## config.mk

```make
export PLATFORM = sky130hd
export DESIGN_NAME = ripple_alu
export DESIGN_NICKNAME = d
export VERILOG_FILES = /design/src/rtl/ripple_alu_pkg.sv /design/src/rtl/ripple_alu_slice.sv /design/src/rtl/ripple_alu_flags.sv /design/src/rtl/ripple_alu.sv
export SDC_FILE = /design/constraint.sdc
export NUM_CORES = 1
export LEC_CHECK = 0
export BUFFER_PORTS_ARGS = -buffer_cell sky130_fd_sc_hd__buf_2
export CORE_UTILIZATION = 56
export DETAILED_ROUTE_END_ITERATION = 8
export GPL_TIMING_DRIVEN = 0
export PLACE_DENSITY = 0.86
export SLEW_MARGIN = 30
export SYNTH_ARGS = -nofsm -noshare
export SYNTH_HDL_FRONTEND = slang
export SYNTH_SLANG_ARGS = --single-unit
```

## constraint.sdc

```tcl
create_clock -name vclk -period 29.1
set_clock_uncertainty 0.1 [all_clocks]
set_input_delay 5.82 -clock vclk [all_inputs]
set_output_delay 5.82 -clock vclk [all_outputs]
set_load 0.01 [all_outputs]
```

## src/rtl/ripple_alu_pkg.sv

```systemverilog
package ripple_alu_pkg;
  typedef enum logic [1:0] {
    SEL_AND  = 2'b00,
    SEL_OR   = 2'b01,
    SEL_SUM  = 2'b10,
    SEL_LESS = 2'b11
  } cell_sel_e;

  localparam int OP_W = 4;
  localparam int OP_AINV_BIT = 3;
  localparam int OP_BNEG_BIT = 2;
endpackage

```

## src/rtl/ripple_alu_slice.sv

```systemverilog
module ripple_alu_slice
  import ripple_alu_pkg::*;
(
  input  logic      a_i,
  input  logic      b_i,
  input  logic      a_inv_i,
  input  logic      b_neg_i,
  input  logic      carry_i,
  input  logic      less_i,
  input  cell_sel_e sel_i,
  output logic      result_o,
  output logic      carry_o
);
  logic a_eff, b_eff, sum_bit;

  assign a_eff   = a_i ^ a_inv_i;
  assign b_eff   = b_i ^ b_neg_i;
  assign sum_bit = a_eff ^ b_eff ^ carry_i;
  assign carry_o = (a_eff & b_eff) | (carry_i & (a_eff ^ b_eff));

  always_comb begin
    unique case (sel_i)
      SEL_AND:  result_o = a_eff & b_eff;
      SEL_OR:   result_o = a_eff | b_eff;
      SEL_SUM:  result_o = sum_bit;
      default:  result_o = less_i;
    endcase
  end
endmodule

```

## src/rtl/ripple_alu_flags.sv

```systemverilog
module ripple_alu_flags
  import ripple_alu_pkg::*;
(
  input  logic      a_top_i,
  input  logic      b_top_i,
  input  logic      a_inv_i,
  input  logic      b_neg_i,
  input  logic      carry_into_top_i,
  input  logic      carry_out_top_i,
  input  cell_sel_e sel_i,
  output logic      set_o,
  output logic      ovf_s_o,
  output logic      ovf_u_o
);
  logic top_sign, raw_ovf, is_arith;

  assign top_sign = (a_top_i ^ a_inv_i) ^ (b_top_i ^ b_neg_i) ^ carry_into_top_i;
  assign raw_ovf  = carry_into_top_i ^ carry_out_top_i;
  assign set_o    = top_sign ^ raw_ovf;
  assign is_arith = (sel_i == SEL_SUM);
  assign ovf_s_o  = is_arith & raw_ovf;
  assign ovf_u_o  = is_arith & (carry_out_top_i ^ b_neg_i);
endmodule

```

## src/rtl/ripple_alu.sv

```systemverilog
module ripple_alu
  import ripple_alu_pkg::*;
#(
  parameter int WIDTH = 32
) (
  input  logic [3:0]       op_i,
  input  logic [WIDTH-1:0] a_i,
  input  logic [WIDTH-1:0] b_i,
  output logic [WIDTH-1:0] result_o,
  output logic             zero_o,
  output logic             ovf_s_o,
  output logic             ovf_u_o
);
  localparam int MSB = WIDTH - 1;

  cell_sel_e sel;
  logic      a_inv, b_neg;
  logic      set_bit;

  assign sel   = cell_sel_e'(op_i[1:0]);
  assign a_inv = op_i[OP_AINV_BIT];
  assign b_neg = op_i[OP_BNEG_BIT];

  for (genvar i = 0; i < WIDTH; i++) begin : g_bit
    logic cin, cout, less_in;
    if (i == 0) begin : g_first
      assign cin     = b_neg;
      assign less_in = set_bit;
    end else begin : g_rest
      assign cin     = g_bit[i-1].cout;
      assign less_in = 1'b0;
    end
    ripple_alu_slice u_slice (
      .a_i      (a_i[i]),
      .b_i      (b_i[i]),
      .a_inv_i  (a_inv),
      .b_neg_i  (b_neg),
      .carry_i  (cin),
      .less_i   (less_in),
      .sel_i    (sel),
      .result_o (result_o[i]),
      .carry_o  (cout)
    );
  end

  ripple_alu_flags u_flags (
    .a_top_i          (a_i[MSB]),
    .b_top_i          (b_i[MSB]),
    .a_inv_i          (a_inv),
    .b_neg_i          (b_neg),
    .carry_into_top_i (g_bit[MSB].cin),
    .carry_out_top_i  (g_bit[MSB].cout),
    .sel_i            (sel),
    .set_o            (set_bit),
    .ovf_s_o          (ovf_s_o),
    .ovf_u_o          (ovf_u_o)
  );

  assign zero_o = ~|result_o;
endmodule

```

---- After elaboration in Yosys (flattened, before gate mapping) ----
Index checks and enable logic that the tools add are counted.
word-level totals
  register bits after elaboration ......... 0
  logic and storage cells ................. 298
cells by class
  equality and inequality tests ........... 2
  muxes and demuxes ....................... 32
  bitwise logic cells ..................... 261
  reduce and logical (&&, ||, !) cells .... 3
operator list
  cell                  number
  $xor A1 B1 Y1         131
  $pmux W1 S3           32
  $and A1 B1 Y1         66
  $or A1 B1 Y1          64
  $reduce_or A32 Y1     1
  $eq A2 B1 Y1 const B  1
  $eq A2 B2 Y1 const B  1
  $logic_not A2 Y1      1
  $logic_not A1 Y1      1

---- Longest topological paths before layout ----
  depth in word-level cells ............... 71
  mapped depth ............................ 43
  depth with buffers taken out ............ 41

---- Cells and area by module ----
From an unflattened synthesis, not the netlist that was laid out.
second synthesis, totals
  cell total of the unflattened synthesis .. 307
  area total of the unflattened synthesis .. 3221.8 sq um
modules (own cells, without submodules)
  module            instances  cells each  area an instance (sq um)  seq. area each (sq um)
  ripple_alu_slice  32         9           96.3                      0.0
  ripple_alu        1          12          76.3                      0.0
  ripple_alu_flags  1          7           62.6                      0.0

---- Least setup slack after synthesis ----
OpenSTA, ideal clock, no wires.
  path type ............................... input port to output port
  from .................................... in op_i[2]
  to ...................................... out zero_o
  arrival ................................. 19182 ps
  data required time ...................... 23180 ps
  setup slack ............................. 3998 ps
  stages .................................. 41
  path buffers ............................ 2
  path through ............................ buf_2 -> buf_1 -> xor2_1 -> fa_1 -> fa_1 -> fa_1 -> inv_1 -> fa_1 -> fa_1 -> fa_1 -> fa_1 -> fa_1 -> fa_1 -> fa_1 -> fa_1 -> fa_1 -> fa_1 -> fa_1 -> (+5 left out) -> fa_1 -> fa_1 -> fa_1 -> fa_1 -> fa_1 -> fa_1 -> fa_1 -> fa_1 -> fa_1 -> fa_1 -> inv_1 -> fa_1 -> inv_1 -> fa_1 -> mux4_2 -> or4_1 -> nor4_1 -> nor3b_2
on the way
  longest elaborated chain between the ends .. 71
  elaborated cells on any way between the ends .. 260
  classes of those cells .................. mux (32); bitwise (226); reduce/logical (2)
ends and longest elaborated chain
  what                           RTL line                                        text
  start: declaration             ripple_alu.sv:6                                 input logic [3:0] op_i,
  $xor A1 B1 Y1                  ripple_alu_slice.sv:17                          assign b_eff = b_i ^ b_neg_i;
  $xor A1 B1 Y1                  ripple_alu_slice.sv:18, ripple_alu_slice.sv:19
  $and A1 B1 Y1                  ripple_alu_slice.sv:19                          assign carry_o = (a_eff & b_eff) | (carry_i & (a_eff ^ b_eff));
  $or A1 B1 Y1                   ripple_alu_slice.sv:19
  $and A1 B1 Y1                  ripple_alu_slice.sv:19
  $or A1 B1 Y1                   ripple_alu_slice.sv:19
  $and A1 B1 Y1                  ripple_alu_slice.sv:19
  $or A1 B1 Y1                   ripple_alu_slice.sv:19
  (+56 left out)                 --
  $and A1 B1 Y1                  ripple_alu_slice.sv:19
  $or A1 B1 Y1                   ripple_alu_slice.sv:19
  $xor A1 B1 Y1                  ripple_alu_flags.sv:18                          assign raw_ovf = carry_into_top_i ^ carry_out_top_i;
  $xor A1 B1 Y1                  ripple_alu_flags.sv:19                          assign set_o = top_sign ^ raw_ovf;
  $pmux W1 S3 *                  ripple_alu_slice.sv:22                          unique case (sel_i)
  net g_bit[0].u_slice.result_o  ripple_alu_slice.sv:11                          output logic result_o,
  $reduce_or A32 Y1 *            ripple_alu.sv:59                                assign zero_o = ~|result_o;
  $logic_not A1 Y1 *             ripple_alu.sv:59
  end: declaration               ripple_alu.sv:10                                output logic zero_o,
Mark *: on every way through the listed nets, which the timed path passes. The rest lies on a longest branch.

---- Final worst setup path ----
  from .................................... in op_i[3]
  to ...................................... out zero_o
on the way
  longest elaborated chain between the ends .. 71
  elaborated cells on any way between the ends .. 260
  classes of those cells .................. mux (32); bitwise (226); reduce/logical (2)
ends and longest elaborated chain
  what                           RTL line                                        text
  $xor A1 B1 Y1                  ripple_alu_slice.sv:16                          assign a_eff = a_i ^ a_inv_i;
  $xor A1 B1 Y1                  ripple_alu_slice.sv:18, ripple_alu_slice.sv:19
  $and A1 B1 Y1                  ripple_alu_slice.sv:19
  $or A1 B1 Y1                   ripple_alu_slice.sv:19
  $and A1 B1 Y1                  ripple_alu_slice.sv:19
  $or A1 B1 Y1                   ripple_alu_slice.sv:19
  $and A1 B1 Y1                  ripple_alu_slice.sv:19
  $or A1 B1 Y1                   ripple_alu_slice.sv:19
  (+56 left out)                 --
  $and A1 B1 Y1                  ripple_alu_slice.sv:19
  $or A1 B1 Y1                   ripple_alu_slice.sv:19
  $xor A1 B1 Y1                  ripple_alu_flags.sv:18
  $xor A1 B1 Y1                  ripple_alu_flags.sv:19
  $pmux W1 S3 *                  ripple_alu_slice.sv:22
  net g_bit[0].u_slice.result_o  ripple_alu_slice.sv:11
  $reduce_or A32 Y1 *            ripple_alu.sv:59
  $logic_not A1 Y1 *             ripple_alu.sv:59
Marks and branches as above.

==> results.ini <==
[clock_network]
post_cts_buffers=0
hold_buffers=0
cts-resized-gates=0

[critical_path]
arrival_ns=20.98
worstPathBufferInverterCount=7
cp_top_family=adder cells
endpoint_kind=primary output
worstSetupPathType=in2out
slowest_delay_ns=0.64
cp-start-kind=input port
crit_start=op_i[3]
worst_path_most_repeated_cell=fa_1
critPathMaxFanout=10
cp_slowest_cell=buf_1
required_ns=23.18

[drt]
drtPass1Iterations=4
wl_um=8620
vias_per_cell=5.12
wl_per_cell_um=14.3
drt_iter0_markers=117
antenna_left=0
vias=3085
drcViolationCount=0

[place]
io_buffers=101
gp_congestion=0.858
hpwlAfterDp_um=7190

[cells_and_area]
seq_cells=0
synthToLayoutAreaGrowth_pct=16.8
drive_above_1_share=0.275
nClkBuffers=0
antenna_cells=0
regArea_um2=0
fin_nets=694

[timing]
setup_viol=0
hold_violations=0
setup_tns_ns=0
min_period_ns=26.90
slew_viol_final=0
rsz0062_at_grt=false
timing.hold.ws_ns=12.16
period_share=0.925
slew_headroom=0.434
tightestPinTransition_ns=0.849
fmax_mhz=37.2

[die]
num_rows=28
fp.coreArea_mm2=0.00603
io_pins=103
die-area_mm2=0.00670
die-height_um=81.9
start_util=0.593
die_x_um=81.9

[power_and_ir_drop]
powerDensity_mw_per_mm2=23.6
power_leakage_nw=2.30
irDropWorstVdd_v=0.0000125

[synth]
synth_area_per_cell_um2=8.37
syn_inst=427
synth_area_leaders=ha_1 22%, fa_1 18%, xor2_1 15%
yosysMostFrequentCell=inv_1
ys_types=27
yosysTopAreaCell=ha_1
yosysTopAreaCellShare=0.224
syn_nets=591
yosys_warnings=0
syn_area_mm2=0.00357
yosysSeqAreaShare=0
synthTopCellsByCount=72 x inv_1, 64 x ha_1, 63 x xor2_1

[global_routing]
grt.total_usage=0.265
gr-total-overflow=0
grt_max_degree=11
grt_first_pass_wirelength_um=13700
antenna_found_initial=0
grt_pass1_vias=3073

[flow_run]
drv_cap=0

[worst_hold_path]
hp-start=op_i[0]
hold_path.class=in2out

[run_status]
status=finished clean

stage by stage:
stage / cell area (µm²) / std cells / setup slack, ns / utilization / power, mW
floorplan: 3570 / 427 / 4.00 / - / 0.0687
global placement: 4170 / 603 / 2.70 / 0.692 / 0.0924
detailed placement: 4170 / 603 / 2.39 / 0.692 / 0.0982
CTS: 4170 / 603 / 2.35 / 0.692 / 0.0986
global route: 4170 / 603 / 1.77 / 0.692 / 0.111
finish: 4170 / 603 / 2.20 / 0.692 / 0.0985
layer usage:
metal | part of all wire | routed length, µm | global-route usage
met5 | 0 | 0 | 0
met4 | 0.012 | 105 | 0.0649
met3 | 0.080 | 693 | 0.0244
met2 | 0.53 | 4570 | 0.515
met1 | 0.38 | 3250 | 0.307
power breakdown:
part	switching, mW	leakage [nW]	total [mW]	internal, mW
sequential	0	0	0	0
combinational	0.0523	2.30	0.0985	0.0463
clock	0	0	0	0
worst paths after layout:
path                        to  cells after the start
setup / recovery        zero_o                     43
hold / removal    result_o[15]                      5
layout by cell type, fill, tap and decap left out:
| cell type | Yosys | routed |
|---|---|---|
| nor2_1 | 3 | 3 |
| nor4_1 | 2 | 2 |
| buf_1 | 6 | 6 |
| a21o_1 | 2 | 2 |
| buf_6 | 1 | 1 |
| a21oi_1 | 3 | 3 |
| ha_1 | 64 | 64 |
| clkbuf_1 | 7 | 7 |
| o31a_1 | 25 | 25 |
| mux4_2 | 1 | 1 |
| or4b_1 | 1 | 1 |
| o22ai_1 | 2 | 2 |
| xnor2_1 | 4 | 4 |
| nor3b_2 | 1 | 1 |
| xor2_1 | 63 | 63 |
| nor2b_1 | 51 | 51 |
| buf_4 | 33 | 33 |
| mux2i_1 | 4 | 4 |
| inv_1 | 72 | 72 |
| a211o_1 | 2 | 2 |
| buf_2 | 7 | 108 |
| nand2_1 | 2 | 2 |
| or4_1 | 6 | 6 |
| nand2b_1 | 5 | 5 |
| clkbuf_2 | 1 | 1 |
| fa_1 | 32 | 32 |
| o21ai_0 | 27 | 27 |
area by class of cell:
class                      instances  area (µm²)
multi-input combinational        300        2950
fill                             488        1850
timing repair buffer             101         505
buffer                            55         348
inverter                          72         270
tap                               75        93.8
cells by family (layout without fill, tap and decap cells):
logic type               Yosys count  in the layout  share of synthesized area
AND/OR/NAND/NOR                   71             71                      0.126
buffers and inverters            127            228                      0.173
adder cells (fa/ha/maj)           96             96                      0.404
XOR/XNOR                          67             67                      0.164
multiplexers                       5              5                     0.0175
AO/OA/AOI/OAI                     61             61                      0.116
Note: power is estimated with default switching activity, not from simulation.
